[src/rtl/prio_irq_ctrl.sv]
module prio_irq_ctrl #(
  parameter int NSRC = 8,
  parameter int PW = 3,
  parameter logic [NSRC*PW-1:0] PRIO = {3'd3, 3'd7, 3'd0, 3'd4, 3'd1, 3'd5, 3'd4, 3'd2},
  localparam int IW = $clog2(NSRC)
) (
  input  logic            clk,
  input  logic            rst_n,
  input  logic [NSRC-1:0] irq_req,
  input  logic            nest_mode,
  input  logic            ack,
  input  logic            eos,
  output logic            irq_out,
  output logic [IW-1:0]   irq_vec
);

  logic [NSRC-1:0] req_q, pend_q, insvc_q;
  logic [NSRC-1:0] rise, ack_mask, eos_mask;
  logic            hold_q;
  logic [IW-1:0]   hold_idx_q;

  logic            cand_v, act_v, eligible, take;
  logic [IW-1:0]   cand_idx, act_idx;
  logic [PW-1:0]   cand_pr, act_pr;

  always_comb begin
    cand_v = 1'b0; cand_idx = '0; cand_pr = '0;
    act_v  = 1'b0; act_idx  = '0; act_pr  = '0;
    for (int i = 0; i < NSRC; i++) begin
      if (pend_q[i] && (!cand_v || PRIO[i*PW +: PW] > cand_pr)) begin
        cand_v = 1'b1; cand_idx = IW'(i); cand_pr = PRIO[i*PW +: PW];
      end
      if (insvc_q[i] && (!act_v || PRIO[i*PW +: PW] > act_pr)) begin
        act_v = 1'b1; act_idx = IW'(i); act_pr = PRIO[i*PW +: PW];
      end
    end
  end

  assign eligible = cand_v && (!act_v || (nest_mode && cand_pr > act_pr));
  assign irq_out  = hold_q | eligible;
  assign irq_vec  = hold_q ? hold_idx_q : cand_idx;
  assign take     = ack & irq_out;
  assign rise     = irq_req & ~req_q;
  assign ack_mask = take ? (NSRC'(1) << irq_vec) : '0;
  assign eos_mask = (eos && act_v) ? (NSRC'(1) << act_idx) : '0;

  always_ff @(posedge clk) begin
    if (!rst_n) begin
      req_q      <= '0;
      pend_q     <= '0;
      insvc_q    <= '0;
      hold_q     <= 1'b0;
      hold_idx_q <= '0;
    end else begin
      req_q   <= irq_req;
      pend_q  <= (pend_q & ~ack_mask) | rise;
      insvc_q <= (insvc_q & ~eos_mask) | ack_mask;
      if (take) begin
        hold_q <= 1'b0;
      end else if (irq_out) begin
        hold_q     <= 1'b1;
        hold_idx_q <= irq_vec;
      end
    end
  end

endmodule

[config.mk]
export PLATFORM = sky130hd
export DESIGN_NAME = prio_irq_ctrl
export DESIGN_NICKNAME = d
export VERILOG_FILES = /design/src/rtl/prio_irq_ctrl.sv
export SDC_FILE = /design/constraint.sdc
export NUM_CORES = 1
export LEC_CHECK = 0
export ABC_AREA = 1
export BUFFER_PORTS_ARGS = -buffer_cell sky130_fd_sc_hd__clkbuf_2
export CAP_MARGIN = 20
export CORE_MARGIN = 8
export CORE_UTILIZATION = 50
export CTS_CLUSTER_DIAMETER = 150
export DETAILED_ROUTE_END_ITERATION = 8
export PLACE_DENSITY = 0.7
export SETUP_SLACK_MARGIN = 0.15
export SKIP_LAST_GASP = 1
export SYNTH_ARGS = -nofsm -noshare
export SYNTH_HDL_FRONTEND = slang
export SYNTH_SLANG_ARGS = --single-unit
[constraint.sdc]
create_clock -name clk -period 5.75 [get_ports clk]
set_input_delay 0.8625 -clock clk [delete_from_list [all_inputs] [get_ports clk]]
set_output_delay 0.8625 -clock clk [all_outputs]
set_load 0.05 [all_outputs]
==> After elaboration in Yosys (flattened, before gate mapping) <==
Cells that the tools add are included.
{ "classes": {"n_addsub": 0, "n_mul": 0, "div_mod_pow": 0, "magnitude_cmp": 15, "n_eq_ne": 0, "shifts": 2, "n_mux": 49, "bitwise": 12, "n_reduce_logical": 49} }
{ "op_table": {"columns": ["cell", "count"], "rows": [
  ["2-to-1 mux 3 bit", 27],
  ["AND 8 bit", 3],
  ["inverter 8 bit", 3],
  ["greater-than comparator 3 bit (first input constant)", 7],
  ["2-to-1 mux 1 bit", 18],
  ["logical AND 1 bit", 17],
  ["2-to-1 mux 8 bit", 2],
  ["bitwise OR 8 bit", 2],
  ["<< shifter 1 x 3 -> 8 bit (first input constant)", 2],
  ["zero test 1 bit", 15],
  ["logical OR 1 bit", 15],
  ["greater-than comparator 1 x 3 -> 1 bit (first input constant)", 4],
  ["greater-than comparator 2 x 3 -> 1 bit (first input constant)", 2],
  ["2-to-1 mux 2 bit", 2],
  ["greater-than comparator 3 x 2 -> 1 bit (first input constant)", 1],
  ["greater-than comparator 3 bit", 1],
  ["inverter 1 bit", 2],
  ["AND reduction 2 bit", 1],
  ["OR reduction 2 bit", 1],
  ["AND 1 bit", 1],
  ["bitwise OR 1 bit", 1]
]} }
{ "totals": {"regBits": 28, "latchBits": 0, "mem_bits_rw": 0, "mem_bits_ro": 0, "in_bits": 13, "out_inout_bits": 4, "wordCells": 132, "memories": 0} }

==> Longest topological paths before layout <==
Gate-level depths: netlist of run 1.
{ "logic_depth": {"depth_word": 39, "depth_mapped": 19, "ltp_nobuf": 19} }

==> Worst setup path after synthesis of run 1 <==
OpenSTA, ideal clock, no wires.
{ "synth_path": {"kind": "flip-flop to output port", "from": "register insvc_q[1]", "to": "output irq_out", "arrival_time_ps": 1634, "required_ps": 4888, "setup_slack_ps": 3253, "path_stages_with_launch": 14, "path_buffers": 0, "cell_sequence": "dfxtp_1 -> nor2_2 -> nand2_2 -> inv_1 -> a21oi_2 -> nand3_1 -> ha_1 -> nand3_1 -> nand2_1 -> inv_1 -> nand2_1 -> nand2_2 -> nand2_2 -> nand2_4"} }
{ "synth_between": {"elab_chain_cells": 31} }
{ "synth_rtl": {"columns": ["element", "line_no", "text"], "rows": [
  ["start, declared", "17", "logic [NSRC-1:0] req_q, pend_q, insvc_q;"],
  ["start signal, assigned", "57", "insvc_q <= (insvc_q & ~eos_mask) | ack_mask;"],
  ["logical AND 1 bit (*)", "33", "if (insvc_q[i] && (!act_v || PRIO[i*PW +: PW] > act_pr)) begin"],
  ["2-to-1 mux 3 bit / 2-to-1 mux 1 bit (equally long branches)", "33", null],
  ["greater-than comparator 3 bit / zero test 1 bit (equally long branches)", "33", null],
  ["logical OR 1 bit", "33", null],
  ["logical AND 1 bit", "33", null],
  ["2-to-1 mux 3 bit / 2-to-1 mux 1 bit (equally long branches)", "33", null],
  ["greater-than comparator 1 x 3 -> 1 bit / zero test 1 bit (equally long branches)", "33", null],
  ["logical OR 1 bit", "33", null],
  ["[... 15 more ...]", null, null],
  ["logical OR 1 bit", "33", null],
  ["logical AND 1 bit", "33", null],
  ["2-to-1 mux 3 bit", "33", null],
  ["greater-than comparator 3 bit", "39", "assign eligible = cand_v && (!act_v || (nest_mode && cand_pr > act_pr));"],
  ["logical AND 1 bit", "39", null],
  ["logical OR 1 bit (*)", "39", null],
  ["logical AND 1 bit (*)", "39", null],
  ["bitwise OR 1 bit (*)", "40", "assign irq_out = hold_q | eligible;"],
  ["end, declared", "13", "output logic irq_out,"]
]} }
Every way passes the cells marked *; elsewhere a longest branch is shown, timed or not.

==> Final worst setup path of run 1 <==
Same ends and word-level chain as after synthesis.

==> results.md, run 1 <==
- Synth Area in Adders: 0.02536
- Vias: 1,331
- Nets: 256
- CP Class: reg -> out
- Hold Buf Count CTS: 0
- Post-synthesis sequential area ratio: 0.3787
- Initial Utilization: 0.5322
- Final period util: 0.5539
- Worst path slowest cell: dfxtp_1
- Die W: 70.41 um
- Slowest stage delay, CP: 0.39 ns
- Syn-to-layout area delta: 11.07%
- RSZ-0062 raised after global routing: false
- Slew @ Worst Pin: 0.4110 ns
- Endpoints failing setup: 0
- Synth Area in XOR/XNOR: 0
- Worst rel slew slack: 0.7260
- Placed inst area: 1592 um^2
- Worst-path cell chain: nor2_2 -> nand2_2 -> inv_1 -> a21oi_2 -> nand3_1 -> ha_1 -> nand3_1 -> nand2_1 -> inv_1 -> nand2_1 -> nand2_2 -> nand2_2 -> nand2_4 -> clkbuf_2
- Largest net degree at the start of global routing: 21
- GRT overflow: 0
- Cell area after layout: 1644 um^2
- Post-DP HPWL: 2451 um
- P_sw: 0.2870 mW
- Worst ir drop on vdd: 0.0003079 V
- Initial DRC count: 81
- Seq pwr share: 0.358
- Library cells used by synthesis: 25
- Reg clk slew, reported paths: 0.15 ns
- Setup TNS: 0 ns
- Inserted Clock Buffers: 3
- Max Slew Vio Count: 0
- Synth Register Bits: 28
- Critical Path Fanout Max: 5
- Hold/Removal Path Class: reg -> reg
- Status: completed
- Via/cell ratio: 4.930
- Power Density: 409.1 nW/um^2
- Worst Setup SP: insvc_q[1]
- Post-CTS sizing: 0
- Placer Congestion: 0.8968
- Clock root buffer: clkbuf_4
- Clock network fraction of total power: 0.192
- # fillers: 291
- Post-synthesis mux area share: 0
- CTS max path bufs: 2
- Cell Area, Synth: 1480 um^2
- Post-Syn Area per Cell: 6.698 um^2
- Syn Nets: 237
- Fin. Hold Viols: 0
- Combinational family with the most area after synthesis: simple AND/OR/NAND/NOR gates
- CTS tree: done
- Full die area: 4958 um^2
- Simple-gate share of the synthesized area: 0.3829
- Worst reg2reg path startpoint: insvc_q[1]
- Setup crit start kind: flip-flop
- Most used cell, CP: nand2_2
- # rows: 19
- Combinational power share: 0.450
- CTS H-tree lvls: 1
- Worst-skew pair later-pin latency: 0.33 ns
- Leakage: 0.8805 nW
- Initial antenna violation count: 0
- Crit path buf inv count: 3
- IO buf count: 16
- Worst Path Arrival: 2.32 ns
- Req. time, crit path: 4.89 ns
- Clock sinks: 28
- Cells after Synth: 221
- Post-synthesis compound-gate area fraction: 0.1107
- First-pass GRT wire length: 5271 um
- Core area: 2781 um^2
- Min-delay src: req_q[5]
- Setup Buffers After CTS: 0
- Worst clock skew: 0.003159 ns
- Max cap viols: 0
- IO Count: 17
- Die height: 70.41 um
- Number of global-route vias before repair: 1,239
- First-pass detailed-route iteration total: 4
- Fin crit period: 3.185 ns
- Yosys Warn Count: 0
- Switching share of power: 0.4267
- Worst Setup End Kind: output pin
- Post-route ant nets: 0
- Internal power: 0.3855 mW
- # DRC: 0
- Post-Route WL: 2963 um
- WL/cell: 10.97 um
- CP top delay family: simple AND/OR/NAND/NOR gates
- N_diodes: 0
- All-Layer GR Usage: 0.1264
- Ratio of cells with drive above 1 in the final layout: 0.1757
- Max Freq: 314.0 MHz
==> power groups by stage <==
| stage | combinational (mW) | sequential [mW] | clock (mW) |
|---|---|---|---|
| 3_3_place_gp | 0.302 | 0.245 | 0 |
| 4_1_cts | 0.305 | 0.241 | 0.130 |
| 5_1_grt | 0.340 | 0.245 | 0.140 |
| 3_5_place_dp | 0.303 | 0.246 | 0 |
| 2_1_floorplan | 0.248 | 0.241 | 0 |
| 6_report | 0.302 | 0.241 | 0.129 |
==> per-layer routing <==
metal,GRT usage,routed length (um)
met1,0.1609,1419
met2,0.2032,1402
met3,0.02684,93
met4,0.04464,47
met5,0,0
==> sequential cells by signal, summed over array words and instances, names as in the netlist <==
register    flops
insvc_q         8
pend_q          8
hold_idx_q      3
req_q           8
hold_q          1
==> cell usage in the layout, fill, tap and decap left out, drive strengths merged <==
cell type	n
nor2	16
clkinv	1
o21ai	9
a21oi	19
o22ai	1
ha	3
a31oi	1
dfxtp	28
nand4	5
bufinv	1
nand2	80
nor3	1
nor3b	1
nand3	12
clkbuf	19
inv	36
or2	6
==> synthesized netlist by cell type (all sizes together) <==
library cell	n	area share
a21oi	19	0.072
a31oi	1	0.0042
clkbuf	2	0.0051
clkinv	1	0.0025
dfxtp	28	0.38
ha	3	0.025
inv	36	0.095
nand2	80	0.22
nand3	12	0.044
nand4	5	0.021
nor2	16	0.064
nor3	1	0.0034
nor3b	1	0.0051
o21ai	9	0.030
o22ai	1	0.0042
or2	6	0.025
==> cell families after synthesis <==
family	after synthesis
flip-flops	28
AND/OR/NAND/NOR	121
buffers and inverters	39
adder cells (fa/ha/maj)	3
AO/OA/AOI/OAI	30
==> worst paths after layout <==
path	to	slack (ns)	depth (start not counted)
setup / recovery	irq_out	2.57	14
hold / removal	pend_q[5]	0.42	1
setup reg to reg	hold_idx_q[1]	3.52	15
hold reg to reg	pend_q[5]	0.42	1
==> area by class of cell <==
class                      instances  area (um^2)  area share
tap                               31        38.79     0.02359
clock buffer                       3        22.52     0.01370
multi-input combinational        154        768.2      0.4673
timing repair buffer              16        80.08     0.04871
sequential                        28        560.5      0.3409
inverter                          37        143.9     0.08752
clock inverter                     1        30.03     0.01826
==> metrics by stage <==
step                      hold WS [ns]  worst slack (ns)    util  std cells  power, mW
after global placement          0.3924             2.953  0.5722        266     0.5471
after global routing            0.4222             2.308  0.5911        270     0.7246
after detailed placement        0.3990             2.928  0.5722        266     0.5492
final                           0.4172             2.565  0.5911        270     0.6726
after CTS                       0.4212             2.540  0.5911        270     0.6763
after floorplan                 0.3895             3.253       -        221     0.4890
Power figures use the tool's default switching activity.
==> run 2, diff against run 1 <==
Settings changed: ABC_AREA 1 to 0.
Clock period 5.75 ns to 3 ns, I/O delays scaled along.
==> results.md, run 2 <==
- Placer Congestion: 0.8495 (-5.3%)
- Post-synth EDFFs: 0 (unchanged)
- Endpoints failing setup: 0 (unchanged)
- Cell Area, Synth: 1409 um^2 (-4.8%)
- R2R Path End: pend_q[4]
- IO Count: 17 (unchanged)
- Status: completed
- CTS H-tree lvls: 1 (unchanged)
- Largest regs: insvc_q x8, pend_q x8, req_q x8
- Max Freq: 346.5 MHz
- # DRC: 0 (unchanged)
- Worst reg-to-reg path cell count: 9 (-6)
- First-pass GRT wire length: 5858 um (+11%)
- Most common cell after layout, fill and taps aside: dfxtp_1
- Ratio of cells with drive above 1 in the final layout: 0.2568 (+0.08110)
- CP Class: reg -> out
- Max Slew Vio Count: 0 (unchanged)
- Library cells used by synthesis: 43 (+72%)
- Crit path buf inv count: 2 (-1)
- Fin. Hold Viols: 0 (unchanged)
- Worst clock skew: 0.005189 ns (+0.002030 ns)
- Final period util: 0.9620
- Syn Nets: 179 (-24%)
- Inserted Clock Buffers: 3 (unchanged)
- Worst ir drop on vdd: 0.0006085 V (+98%)
- Most frequent cells in the layout: 22 x dfxtp_1, 16 x nand2_1, 15 x clkbuf_2, 14 x nor2_1, 9 x and2_1
- Number of global-route vias before repair: 1,254 (+1.2%)
- CTS tree: done
- Yosys Warn Count: 0 (unchanged)
- Setup slack, reg-to-reg: 0.40 ns (-3.12 ns)
- CTS max path bufs: 2 (unchanged)
- Syn-to-layout area delta: 17.14%
- Setup crit start kind: flip-flop
- Power Density: 786.1 nW/um^2 (+92%)
- Worst-path cell chain: or2_4 -> or3_1 -> ha_1 -> and3_1 -> o31a_1 -> or2_4 -> inv_2 -> clkbuf_16
- Post-Route WL: 3324 um (+12%)
- Synth Register Bits: 28 (unchanged)
- Worst path slowest cell: dfxtp_2
- Vias: 1,271 (-4.5%)
- Worst Path Arrival: 2.44 ns (+0.12 ns)
- Via/cell ratio: 5.939 (+20%)
- Worst reg2reg path startpoint: pend_q[1]
- Ys async rst share: 0 (unchanged)
- Die height: 69.08 um (-1.9%)
- Max cap viols: 0 (unchanged)
- Post-layout util: 0.6090 (+0.01786)
- Core area: 2710 um^2 (-2.6%)
- Leakage: 0.7121 nW (-19%)
- Reg clk slew, reported paths: 0.16 ns (about the same)
- Clock sinks: 28 (unchanged)
- Initial antenna violation count: 0 (unchanged)
- Largest net degree at the start of global routing: 33 (+57%)
- Most frequent cell after synthesis: dfxtp_1
- Initial DRC count: 127 (+57%)
- Post-synth top cells: 28 x dfxtp_1, 16 x nand2_1, 15 x nor2_1
- # rows: 19 (unchanged)
- Synth top area share: 0.3979 (+0.01917)
- Pre-CTS setup slack: 0.1463 ns (-2.781 ns)
- Worst Setup End Kind: output pin
- Initial Utilization: 0.5199 (-0.01231)
- RSZ-0062 raised after global routing: true
- All-Layer GR Usage: 0.1411 (+0.01469)
- Hold_ws: 0.3028 ns (-0.1144 ns)
- Fin crit period: 2.886 ns
- Setup TNS: 0 ns (unchanged)
- Yosys top cell by area: dfxtp_1
- # fillers: 239 (-18%)
- Die W: 69.08 um (-1.9%)
- Worst rel slew slack: 0.6161 (-0.1099)
- Slew @ Worst Pin: 0.5758 ns (+0.1648 ns)
- Critical Path Fanout Max: 4 (-1)
- IO buf count: 16 (unchanged)
- Slowest stage delay, CP: 0.37 ns (-0.02 ns)
- Final worst slack: 0.1141 ns (-2.451 ns)
- Clock root buffer: clkbuf_4
- N_diodes: 0 (unchanged)
- Dpl cells: 206 (-23%)
- CP endpoint: irq_out
- WL/cell: 15.53 um (+42%)
- Post-Syn Area per Cell: 8.643 um^2 (+29%)
- Worst-skew pair later-pin latency: 0.34 ns (about the same)
- Dominant synthesized flop cell: dfxtp_1
- Non-filler instance count after layout: 214 (-21%)
- CP top delay family: simple AND/OR/NAND/NOR gates
- Hold/Removal Path Class: in -> reg
- Nets: 200 (-22%)
- Cells after Synth: 163 (-26%)
- Worst Setup SP: pend_q[1]
- GRT overflow: 0 (unchanged)
- First-pass detailed-route iteration total: 4 (unchanged)
- Worst path depth: 8 (-6)
- Most area-consuming cells after synthesis: dfxtp_1 40%, nand2_1 4.3%, and2_1 4.0%
- Req. time, crit path: 2.55 ns (-2.34 ns)
- Full die area: 4772 um^2 (-3.7%)
- Post-route ant nets: 0 (unchanged)
- Most used cell, CP: or2_4
- Post-DP HPWL: 2323 um (-5.2%)
- Post-synthesis sequential area ratio: 0.3979 (+0.01917)
-- run 2: worst reg2reg max path, stage by stage, from the launching register on --
cell	delay, ns
dfxtp_2	0.37
or2_4	0.25
or3_1	0.32
ha_1	0.28
and3_1	0.17
o31a_1	0.25
buf_4	0.15
nand3b_4	0.18
or2_1	0.28
a32o_2	0.26
-- run 2: cells by family (layout without fill, tap and decap cells) --
group | count (synthesis) | in the layout | share of synthesized area
and+or+nand+nor | 78 | 78 | 0.3179
AOI/OAI and AO/OA | 39 | 39 | 0.2087
DFF | 28 | 28 | 0.3979
buffers and inverters | 13 | 33 | 0.03463
adders and majority gates | 3 | 3 | 0.02665
muxes | 2 | 2 | 0.01421
-- run 2: stage by stage --
stage | cell area, um^2 | total power [mW]
2_1_floorplan | 1409 | 0.8486
3_3_place_gp | 1513 | 0.9412
3_5_place_dp | 1513 | 0.9559
4_1_cts | 1633 | 1.285
5_1_grt | 1650 | 1.369
6_report | 1650 | 1.297
-- run 2: repair_timing --
item | in CTS | in global routing
setup buffers | 4 | 0
hold endpoints to repair | 0 | 0
hold buffers | 0 | 0
gates resized for setup | 11 | 5
setup endpoints to repair | 1 | 1
pin swaps | 4 | 0
-- run 2: cell type report --
| class | instances | area (um^2) | area share |
|---|---|---|---|
| timing repair buffer | 20 | 130.1 | 0.07885 |
| clock buffer | 3 | 22.52 | 0.01365 |
| sequential | 28 | 568.0 | 0.3442 |
| clock inverter | 1 | 30.03 | 0.01820 |
| multi-input combinational | 122 | 827.0 | 0.5011 |
| tap | 31 | 38.79 | 0.02350 |
| inverter | 9 | 33.78 | 0.02047 |
-- run 2: per-layer routing --
metal | GRT usage | vias up | part of all wire
li1 | - | 615 | -
met1 | 0.1770 | 579 | 0.43
met2 | 0.2305 | 63 | 0.48
met3 | 0.01860 | 14 | 0.058
met4 | 0.06606 | 0 | 0.027
met5 | 0 | - | 0
-- run 2: power by group --
| part | internal, mW | switching [mW] | leakage (nW) |
|---|---|---|---|
| Clock | 0.135 | 0.117 | 0.0279 |
| Sequential | 0.421 | 0.0590 | 0.233 |
| Combinational | 0.248 | 0.317 | 0.451 |
| Total | 0.804 | 0.493 | 0.712 |
-- run 2: worst min-delay path by stage --
stage	from	to	slack, ns	cells past startpoint
after floorplan	req_q[6]	pend_q[6]	0.39	1
after global placement	req_q[6]	pend_q[6]	0.40	1
after detailed placement	req_q[6]	pend_q[6]	0.41	1
after CTS	irq_req[7]	req_q[7]	0.29	3
after global routing	irq_req[7]	req_q[7]	0.30	3
final	irq_req[7]	req_q[7]	0.30	3
